File: src/rtl/seg_xlate_pkg.sv
// Package seg_xlate_pkg
// Shared encodings for the segment translator: fault codes, access kinds
// and the permission test. Assumes three permission flags per descriptor.
package seg_xlate_pkg;

    localparam int PERM_W = 3;

    typedef enum logic [1:0] {
        FLT_NONE   = 2'd0,
        FLT_ABSENT = 2'd1,
        FLT_RANGE  = 2'd2,
        FLT_ACCESS = 2'd3
    } fault_e;

    typedef enum logic [1:0] {
        ACC_LOAD  = 2'd0,
        ACC_STORE = 2'd1,
        ACC_FETCH = 2'd2,
        ACC_RSVD  = 2'd3
    } acc_e;

    // True when the permission flags allow the given access kind.
    function automatic logic acc_permitted(input logic [PERM_W-1:0] perm,
                                           input logic [1:0] acc);
        logic ok;
        case (acc)
            ACC_LOAD:  ok = perm[0];
            ACC_STORE: ok = perm[1];
            ACC_FETCH: ok = perm[2];
            default:   ok = 1'b0;
        endcase
        return ok;
    endfunction

endpackage

File: src/rtl/seg_table.sv
// Module seg_table
// Descriptor storage. It has one write port and one combinational read port.
// A write lands at the clock edge, so a read in the same cycle returns the
// previous contents. Assumes reset is synchronous and active low, and that
// reset clears every presence flag.
module seg_table #(
    parameter int SEG_W  = 4,
    parameter int DISP_W = 16,
    parameter int BASE_W = 24,
    parameter int PERM_W = 3
) (
    input  logic              clk,
    input  logic              rst_n,
    input  logic              wr_en,
    input  logic [SEG_W-1:0]  wr_seg,
    input  logic              wr_present,
    input  logic [PERM_W-1:0] wr_perm,
    input  logic [DISP_W-1:0] wr_bound,
    input  logic [BASE_W-1:0] wr_base,
    input  logic [SEG_W-1:0]  rd_seg,
    output logic              rd_present,
    output logic [PERM_W-1:0] rd_perm,
    output logic [DISP_W-1:0] rd_bound,
    output logic [BASE_W-1:0] rd_base
);

    localparam int DEPTH = 1 << SEG_W;

    logic [DEPTH-1:0]  present_vec;
    logic [PERM_W-1:0] perm_arr  [DEPTH];
    logic [DISP_W-1:0] bound_arr [DEPTH];
    logic [BASE_W-1:0] base_arr  [DEPTH];

    generate
        for (genvar g = 0; g < DEPTH; g++) begin : g_ent
            logic              e_present;
            logic [PERM_W-1:0] e_perm;
            logic [DISP_W-1:0] e_bound;
            logic [BASE_W-1:0] e_base;
            logic              e_hit;

            assign e_hit = wr_en && (wr_seg == SEG_W'(g));

            // Hold one descriptor; cleared by reset, replaced on a matching write.
            always_ff @(posedge clk) begin
                if (!rst_n) begin
                    e_present <= 1'b0;
                    e_perm    <= '0;
                    e_bound   <= '0;
                    e_base    <= '0;
                end else if (e_hit) begin
                    e_present <= wr_present;
                    e_perm    <= wr_perm;
                    e_bound   <= wr_bound;
                    e_base    <= wr_base;
                end
            end

            assign present_vec[g] = e_present;
            assign perm_arr[g]    = e_perm;
            assign bound_arr[g]   = e_bound;
            assign base_arr[g]    = e_base;
        end
    endgenerate

    // Read selection by segment number.
    always_comb begin
        rd_present = present_vec[rd_seg];
        rd_perm    = perm_arr[rd_seg];
        rd_bound   = bound_arr[rd_seg];
        rd_base    = base_arr[rd_seg];
    end

endmodule

File: src/rtl/seg_guard.sv
// Module seg_guard
// Decides the fault outcome of one lookup from the selected descriptor.
// The causes are ranked: absent first, then bound, then access permission.
// Assumes the descriptor fields are already selected for the lookup.
module seg_guard #(
    parameter int DISP_W = 16,
    parameter int PERM_W = 3
) (
    input  logic              ent_present,
    input  logic [PERM_W-1:0] ent_perm,
    input  logic [DISP_W-1:0] ent_bound,
    input  logic [DISP_W-1:0] disp,
    input  logic [1:0]        acc,
    output logic [1:0]        fault
);
    import seg_xlate_pkg::*;

    logic over_bound;
    logic denied;

    assign over_bound = disp > ent_bound;
    assign denied     = !acc_permitted(ent_perm, acc);

    // Rank the fault causes.
    always_comb begin
        if (!ent_present)    fault = FLT_ABSENT;
        else if (over_bound) fault = FLT_RANGE;
        else if (denied)     fault = FLT_ACCESS;
        else                 fault = FLT_NONE;
    end

endmodule

File: src/rtl/seg_sum.sv
// Module seg_sum
// Forms base plus displacement at the width of the base. A carry out of the
// top bit is dropped, so the address wraps. Assumes the displacement is
// unsigned and no wider than the base; a wider displacement is cut to base width.
module seg_sum #(
    parameter int DISP_W = 16,
    parameter int BASE_W = 24
) (
    input  logic [BASE_W-1:0] base,
    input  logic [DISP_W-1:0] disp,
    output logic [BASE_W-1:0] paddr
);

    generate
        if (DISP_W < BASE_W) begin : g_ext
            // Zero-extend the displacement before the add.
            assign paddr = base + {{(BASE_W-DISP_W){1'b0}}, disp};
        end else begin : g_cut
            // Keep only the low bits of a wide displacement.
            assign paddr = base + disp[BASE_W-1:0];
        end
    endgenerate

endmodule

File: src/rtl/seg_xlate_unit.sv
// Module seg_xlate_unit
// Segment translator top level. A lookup selects a descriptor. The unit then
// checks the descriptor and adds the displacement to its base, and registers
// the outcome one clock later. Assumes a single clock and a synchronous
// active-low reset.
module seg_xlate_unit #(
    parameter int SEG_W  = 4,
    parameter int DISP_W = 16,
    parameter int BASE_W = 24
) (
    input  logic              clk,
    input  logic              rst_n,
    input  logic              lk_valid,
    input  logic [SEG_W-1:0]  lk_seg,
    input  logic [DISP_W-1:0] lk_disp,
    input  logic [1:0]        lk_acc,
    input  logic              wr_en,
    input  logic [SEG_W-1:0]  wr_seg,
    input  logic              wr_present,
    input  logic [2:0]        wr_perm,
    input  logic [DISP_W-1:0] wr_bound,
    input  logic [BASE_W-1:0] wr_base,
    output logic              res_valid,
    output logic [1:0]        res_fault,
    output logic [BASE_W-1:0] res_paddr
);
    import seg_xlate_pkg::*;

    logic              tbl_present;
    logic [PERM_W-1:0] tbl_perm;
    logic [DISP_W-1:0] tbl_bound;
    logic [BASE_W-1:0] tbl_base;
    logic [1:0]        fault_c;
    logic [BASE_W-1:0] sum_c;

    seg_table #(
        .SEG_W (SEG_W),
        .DISP_W(DISP_W),
        .BASE_W(BASE_W),
        .PERM_W(PERM_W)
    ) u_table (
        .clk       (clk),
        .rst_n     (rst_n),
        .wr_en     (wr_en),
        .wr_seg    (wr_seg),
        .wr_present(wr_present),
        .wr_perm   (wr_perm),
        .wr_bound  (wr_bound),
        .wr_base   (wr_base),
        .rd_seg    (lk_seg),
        .rd_present(tbl_present),
        .rd_perm   (tbl_perm),
        .rd_bound  (tbl_bound),
        .rd_base   (tbl_base)
    );

    seg_guard #(
        .DISP_W(DISP_W),
        .PERM_W(PERM_W)
    ) u_guard (
        .ent_present(tbl_present),
        .ent_perm   (tbl_perm),
        .ent_bound  (tbl_bound),
        .disp       (lk_disp),
        .acc        (lk_acc),
        .fault      (fault_c)
    );

    seg_sum #(
        .DISP_W(DISP_W),
        .BASE_W(BASE_W)
    ) u_sum (
        .base (tbl_base),
        .disp (lk_disp),
        .paddr(sum_c)
    );

    // Register the lookup outcome; quiet when no lookup or any fault.
    always_ff @(posedge clk) begin
        if (!rst_n) begin
            res_valid <= 1'b0;
            res_fault <= FLT_NONE;
            res_paddr <= '0;
        end else begin
            res_valid <= lk_valid;
            if (lk_valid) begin
                res_fault <= fault_c;
                res_paddr <= (fault_c == FLT_NONE) ? sum_c : '0;
            end else begin
                res_fault <= FLT_NONE;
                res_paddr <= '0;
            end
        end
    end

    AST_ONE_CYCLE: assert property (@(posedge clk) disable iff (!rst_n)
        $past(rst_n) |-> (res_valid == $past(lk_valid)));

    AST_ABSENT_FIRST: assert property (@(posedge clk) disable iff (!rst_n)
        (lk_valid && !tbl_present) |=> (res_fault == FLT_ABSENT));

    AST_BOUND_TRIP: assert property (@(posedge clk) disable iff (!rst_n)
        (lk_valid && tbl_present && (lk_disp > tbl_bound)) |=> (res_fault == FLT_RANGE));

    AST_CLEAN_ADDR: assert property (@(posedge clk) disable iff (!rst_n)
        ($past(rst_n) && res_valid && (res_fault == FLT_NONE))
            |-> (res_paddr == $past(tbl_base + BASE_W'(lk_disp))));

    AST_FAULT_NO_ADDR: assert property (@(posedge clk) disable iff (!rst_n)
        (res_fault != FLT_NONE) |-> (res_paddr == '0));

    AST_IDLE_QUIET: assert property (@(posedge clk) disable iff (!rst_n)
        !res_valid |-> ((res_fault == FLT_NONE) && (res_paddr == '0)));

endmodule

File: config.mk
export PLATFORM = sky130hd
export DESIGN_NAME = seg_xlate_unit
export DESIGN_NICKNAME = d
export VERILOG_FILES = /design/src/rtl/seg_xlate_pkg.sv /design/src/rtl/seg_table.sv /design/src/rtl/seg_guard.sv /design/src/rtl/seg_sum.sv /design/src/rtl/seg_xlate_unit.sv
export SDC_FILE = /design/constraint.sdc
export NUM_CORES = 2
export LEC_CHECK = 0
export BUFFER_PORTS_ARGS = -buffer_cell sky130_fd_sc_hd__buf_2
export CAP_MARGIN = 5
export CORE_AREA = 4 4 249 251
export CTS_CLUSTER_SIZE = 14
export DETAILED_ROUTE_END_ITERATION = 10
export DIE_AREA = 0 0 253 255
export GPL_ROUTABILITY_DRIVEN = 0
export PLACE_DENSITY = 0.84
export SLEW_MARGIN = 20
export SYNTH_ARGS = -nofsm -noshare
export SYNTH_HDL_FRONTEND = slang
export SYNTH_HIERARCHICAL = 1
export SYNTH_SLANG_ARGS = --single-unit
File: constraint.sdc
create_clock -name clk -period 6.2 [get_ports clk]
set_input_delay 0 -clock clk [delete_from_list [all_inputs] [get_ports clk]]
set_output_delay 0 -clock clk [all_outputs]
set_load 0.005 [all_outputs]
* Word-level counts from Yosys, hierarchy flattened
Index checks and enable logic that the tools add are counted.
** Cells by class
- Order comparisons :: 3
- Reductions and logical operators :: 21
- Mux-type cells :: 15
- Equality and inequality tests :: 17
- Div/mod/pow operators :: 0
- Shift operators :: 0
- Multiply operators :: 0
- Bitwise gates (word level) :: 1
- $add $sub $neg :: 1
** Operator list (number)
- $bmux 24 s4 :: 1
- $bmux 16 s4 :: 1
- $mux 24 :: 2
- $eq 4x4->1 const B :: 8
- $mux 16 :: 2
- $add 24x16->24 :: 1
- $eq 4x3->1 const B :: 4
- $gt 16x16->1 :: 1
- $logic_and 1x1->1 :: 16
- $bmux 3 s4 :: 1
- $eq 4x2->1 const B :: 2
- $mux 2 :: 3
- $mux 3 :: 2
- $ge 5x5->1 const B :: 1
- $lt 4x5->1 const B :: 1
- $not 4->5 :: 1
- $bmux 1 s4 :: 1
- $eq 4x1->1 const B :: 1
- $logic_not 2->1 :: 2
- $logic_not 4->1 :: 1
- $pmux 1 s3 :: 1
- $reduce_and 3->1 :: 1
- $eq 2x1->1 const B :: 1
- $eq 2x2->1 const B :: 1
- other kinds (2) :: 2
** Word-level totals
- Bits in read-only memories :: 0
- Memories :: 0
- RAM bits :: 0
- Bits of input ports :: 74
- Latch bits :: 0
- Register bits after elaboration :: 731

* Depth between registers and ports, before layout
- Depth after elaboration :: 10
- Gate-level depth with buffers :: 17
- Gate-level depth less buffers :: 12

* Cells and area by module
Netlist, hierarchy kept.
** Modules (own cells, without submodules)
- seg_table :: area an instance 33731.1 um2, cells each 3680, times used 1, seq. area each 14093.5 um2
- seg_sum :: area an instance 1231.2 um2, cells each 184, times used 1, seq. area each 0.0 um2
- seg_xlate_unit :: area an instance 765.7 um2, cells each 57, times used 1, seq. area each 540.5 um2
- seg_guard :: area an instance 467.9 um2, cells each 66, times used 1, seq. area each 0.0 um2

* Worst setup path after synthesis
No wires, ideal clock.
- Kind :: in2reg
- Start point :: input port lk_seg[0]
- End point :: register res_paddr[17]
- Setup time :: 0.058 ns
- Cell stages on the path :: 17
- Buffers on the path :: 5
- Path slack :: 3.310 ns
- Data required time :: 6.142 ns
- Arrival :: 2.832 ns
- Cell sequence :: buf_2 -> buf_6 -> buf_6 -> buf_2 -> mux4_2 -> a22oi_1 -> nand2_1 -> inv_1 -> ha_1 -> nor2b_1 -> o21ai_0 -> nand2_1 -> a22o_2 -> o221a_1 -> and4bb_4 -> buf_6 -> and2_2
** Between the ends
- Elaborated cells between the ends (all ways) :: 20
- Those cells by class :: add/sub (1); order compare (1); mux (15); bitwise (1); reduce/logical (2)
** RTL lines
- start, declared :: RTL line seg_xlate_unit.sv:14 : input logic [SEG_W-1:0] lk_seg,
- $not 4->5 (not written as such) :: RTL line seg_table.sv:70 : rd_bound = bound_arr[rd_seg];
- $bmux 16 s4 :: RTL line seg_table.sv:70
- $mux 16 (not written as such) (2 in series) :: RTL line seg_table.sv:70
- via tbl_bound[1] :: RTL line seg_xlate_unit.sv:31 : logic [DISP_W-1:0] tbl_bound;
- $gt 16x16->1 :: RTL line seg_guard.sv:21 : assign over_bound = disp > ent_bound;
- $mux 2 :: RTL line seg_guard.sv:27 : else if (over_bound) fault = FLT_RANGE;
- $mux 2 :: RTL line seg_guard.sv:26 : if (!ent_present) fault = FLT_ABSENT;
- via fault_c[1] :: RTL line seg_xlate_unit.sv:33 : logic [1:0] fault_c;
- $logic_not 2->1 :: RTL line seg_xlate_unit.sv:88 : res_paddr <= (fault_c == FLT_NONE) ? sum_c : '0;
- $reduce_and 3->1 (no line)
- end signal, assigned :: RTL line seg_xlate_unit.sv:88
- end, declared :: RTL line seg_xlate_unit.sv:25 : output logic [BASE_W-1:0] res_paddr
The timed path passes the listed nets, and every way through them passes these cells. The select of a mux whose other input is x is not followed.
A chain may end at the register's enable or synchronous reset.

* Worst setup path after layout
- Start point :: register u_table.g_ent[11].e_bound[3]
- End point :: register res_paddr[0]
** Between the ends
- Cells in the longest elaborated chain, start to end :: 8
** Ends and longest elaborated chain
- start, declared :: RTL line seg_table.sv:38 : logic [DISP_W-1:0] e_bound;
- start signal, assigned :: RTL line seg_table.sv:54 : e_bound <= wr_bound;
- $bmux 16 s4 :: RTL line seg_table.sv:70
- $mux 16 (not written as such) (2 in series) :: RTL line seg_table.sv:70
- via tbl_bound[3] :: RTL line seg_xlate_unit.sv:31
- $gt 16x16->1 :: RTL line seg_guard.sv:21
- $mux 2 :: RTL line seg_guard.sv:27
- $mux 2 :: RTL line seg_guard.sv:26
- via fault_c[1] :: RTL line seg_xlate_unit.sv:33
- $logic_not 2->1 :: RTL line seg_xlate_unit.sv:88
- $reduce_and 3->1 (no line)
The timed path passes the listed nets, and every way through them passes these cells. The select of a mux whose other input is x is not followed.

==> out/results.txt <==
Status: finished clean
Syn Std Cell Area: 36200 um^2
Worst Setup Path Type: reg -> reg
Buffers added on ports: 100
CTS buffer count: 73
Startpoint types: flip-flop
Core Region: 59900 um^2
Max rail drop VDD: 0.199 mV
Seq cells post-synth: 731
Clk buf depth: 3
CTS sink cnt: 731
Worst reg-to-reg path cell count: 12
Drt pass-1 iters: 6
Starting DRT DRC Count: 4329
Worst-path clk slew: 60 ps
Commonest non-fill, non-tap cell in the layout: dfxtp_1
Adder-cell share of the synthesized area: 0.0116
Register area share after synthesis: 0.404
Number of synthesized flops with an enable pin: 0
Number of nets still failing antenna checks after routing: 0
Mux contribution to synthesized area: 0.110
CP Data Arrival Time: 3810 ps
Post-synthesis net count: 4094
Post CTS Setup Buffer Count: 0
CP Max Fanout: 24
Final WL: 108 mm
Final Skew: 18.3 ps
Rows: 90
H-tree depth: 3
Resized cells post-CTS: 0
Synth Warn #: 6
Reg2Reg Launch Point: u_table/g_ent[11].e_bound[3]
Reg-to-reg endpoint: res_paddr[0]
Power per cell area: 260 nW/um^2
Synth Area in Compound Gates: 0.276
Final HPWL DP: 53.1 mm
Max Cap Viol: 0
CTS tree: yes
Final Setup Violations: 0
Area growth syn-to-layout: 6.76%
Setup_tns: 0 ps
Xor/xnor share of the synthesized area: 0.00411
Largest net degree at the start of global routing: 202
Final Max Slew Viols: 0
RSZ-0062 raised after global routing: false
Vias in the first global route: 31500
Initial Utilization: 0.604
# IOs: 101
Setup crit end kind: flip-flop
Crit share post-route: 0.526
Grt ovf: 0
FFs w/ async S/R, synth: 0
Die ar.: 64500 um^2
Die width: 253 um
Ys flop type: dfxtp_1
Worst setup path end: res_paddr[0]
Worst-Skew Late Latency: 630 ps
Clk root buf: clkbuf_16
Layout Cells excl Fill: 4552
R2R setup slack: 2940 ps
Critical path launch point: u_table/g_ent[11].e_bound[3]
Crit path time final: 3260 ps
Initial antenna violation count: 4
Die height: 255 um
Routed vias: 32400
Final nets: 3820
Hold/Removal Path Class: in -> reg
First-pass GRT wire length: 170 mm
DRC: 0
Actual slew at the worst max-slew pin: 1240 ps
Placed instance count: 4370
Data required, critical path: 6750 ps
Hold Fails Final Rpt: 0
Mapped Cells: 3987
Gr usage total: 0.321
Leak: 12.4 nW
Largest family of logic cells by synthesized area: compound AO/OA/AOI/OAI gates
Average size of a mapped cell: 9.08 um^2
Wirelength per Cell: 23.7 um
Simple-Gate Fraction of Synth Area: 0.124
Share of cells above drive strength 1: 0.126
Max Clk Rate: 307 MHz
Slew margin rel.: 0.176
Most frequent cells in the layout: dfxtp_1, nand3_1, o21ai_0, a21boi_0, mux4_2
Vias per cell: 7.11
Synth unique cells: 63
-- cell usage after synthesis, drive strengths merged, types with 9 or more instances --
cell type,instances,area (um^2)
clkbuf,318,1190
a21oi,22,114
a22oi,90,681
nor2,19,71.3
mux4,176,3960
o21ai,721,3610
dfxtp,731,14600
and2,29,199
xnor2,9,78.8
buf,225,1240
inv,25,93.8
a21boi,704,5290
ha,32,400
nand2,76,285
nand3,713,3570
nand4,12,81.3
-- per-layer routing --
layer | vias up | part of all wire | global-route usage
met3 | 369 | 0.12 | 0.0601
met1 | 15800 | 0.38 | 0.420
met2 | 2146 | 0.46 | 0.519
met4 | 4 | 0.042 | 0.153
li1 | 14000 | - | -
met5 | - | 0.00021 | 0
-- cell families after synthesis --
kind of cell	Yosys count
DFF	731
buffers and inverters	568
xor gates and xnor gates	17
muxes	177
and+or+nand+nor	889
AOI/OAI and AO/OA	1572
adders and majority gates	33
-- per-stage QoR --
step	setup WS, ps	area, um^2	power, mW	util	hold WS, ps
after global placement	2400	35800	5.74	0.598	278
after global routing	2680	38600	10.3	0.645	58.7
after detailed placement	2330	35800	5.75	0.598	274
after floorplan	3310	36200	5.50	-	122
after CTS	2990	38600	10.0	0.645	13.7
final	2940	38600	10.1	0.645	34.7
-- worst max-delay path, cell delays in order, from the launching register on --
cell and delay [ps]:
dfxtp_1 320, mux4_2 460, a22oi_1 250, nand2_1 90
inv_1 230, ha_1 290, and2_1 180, o21ai_0 80
nand2_1 70, a22o_2 270, o221a_1 250, and4bb_4 510
and2_1 200
-- area by class of cell --
class | count | area, um^2
clock buffers | 107 | 2110
repair buffers | 194 | 1470
clock inverters | 19 | 193
multi-input cells | 2688 | 19100
inverters | 25 | 93.8
flip-flops and latches | 731 | 14600
fillers | 4584 | 21300
well taps | 782 | 978
diodes | 6 | 15.0
-- worst min path at each step --
stage	startpoint	endpoint	slack (ps)	cells after the start
detailed placement	lk_valid	res_valid	270	2
global placement	lk_valid	res_valid	280	2
global route	lk_disp[3]	res_paddr[3]	60	4
finish	wr_seg[0]	u_table/g_ent[6].e_base[9]	30	4
CTS	wr_seg[0]	u_table/g_ent[6].e_base[9]	10	4
floorplan	lk_valid	res_valid	120	1
-- state kept, by name, summed over array words and instances (netlist names) --
signal / count
u_table/g_ent.e_base: 384
u_table/g_ent.e_bound: 256
u_table/g_ent.e_perm: 48
res_paddr: 24
u_table/g_ent.e_present: 16
res_fault: 2
res_valid: 1
-- power by group --
group | switching [mW] | leakage, nW | internal (mW) | total (mW)
clock network | 1.89 | 1.14 | 2.46 | 4.35
logic | 0.662 | 5.38 | 0.269 | 0.931
registers | 0.0263 | 5.90 | 4.75 | 4.78
-- timing repair --
| action | in CTS | in global routing |
|---|---|---|
| hold endpoints to repair | 718 | 0 |
| setup endpoints to repair | 0 | 0 |
| hold buffers | 50 | 0 |
Power figures use the tool's default switching activity.
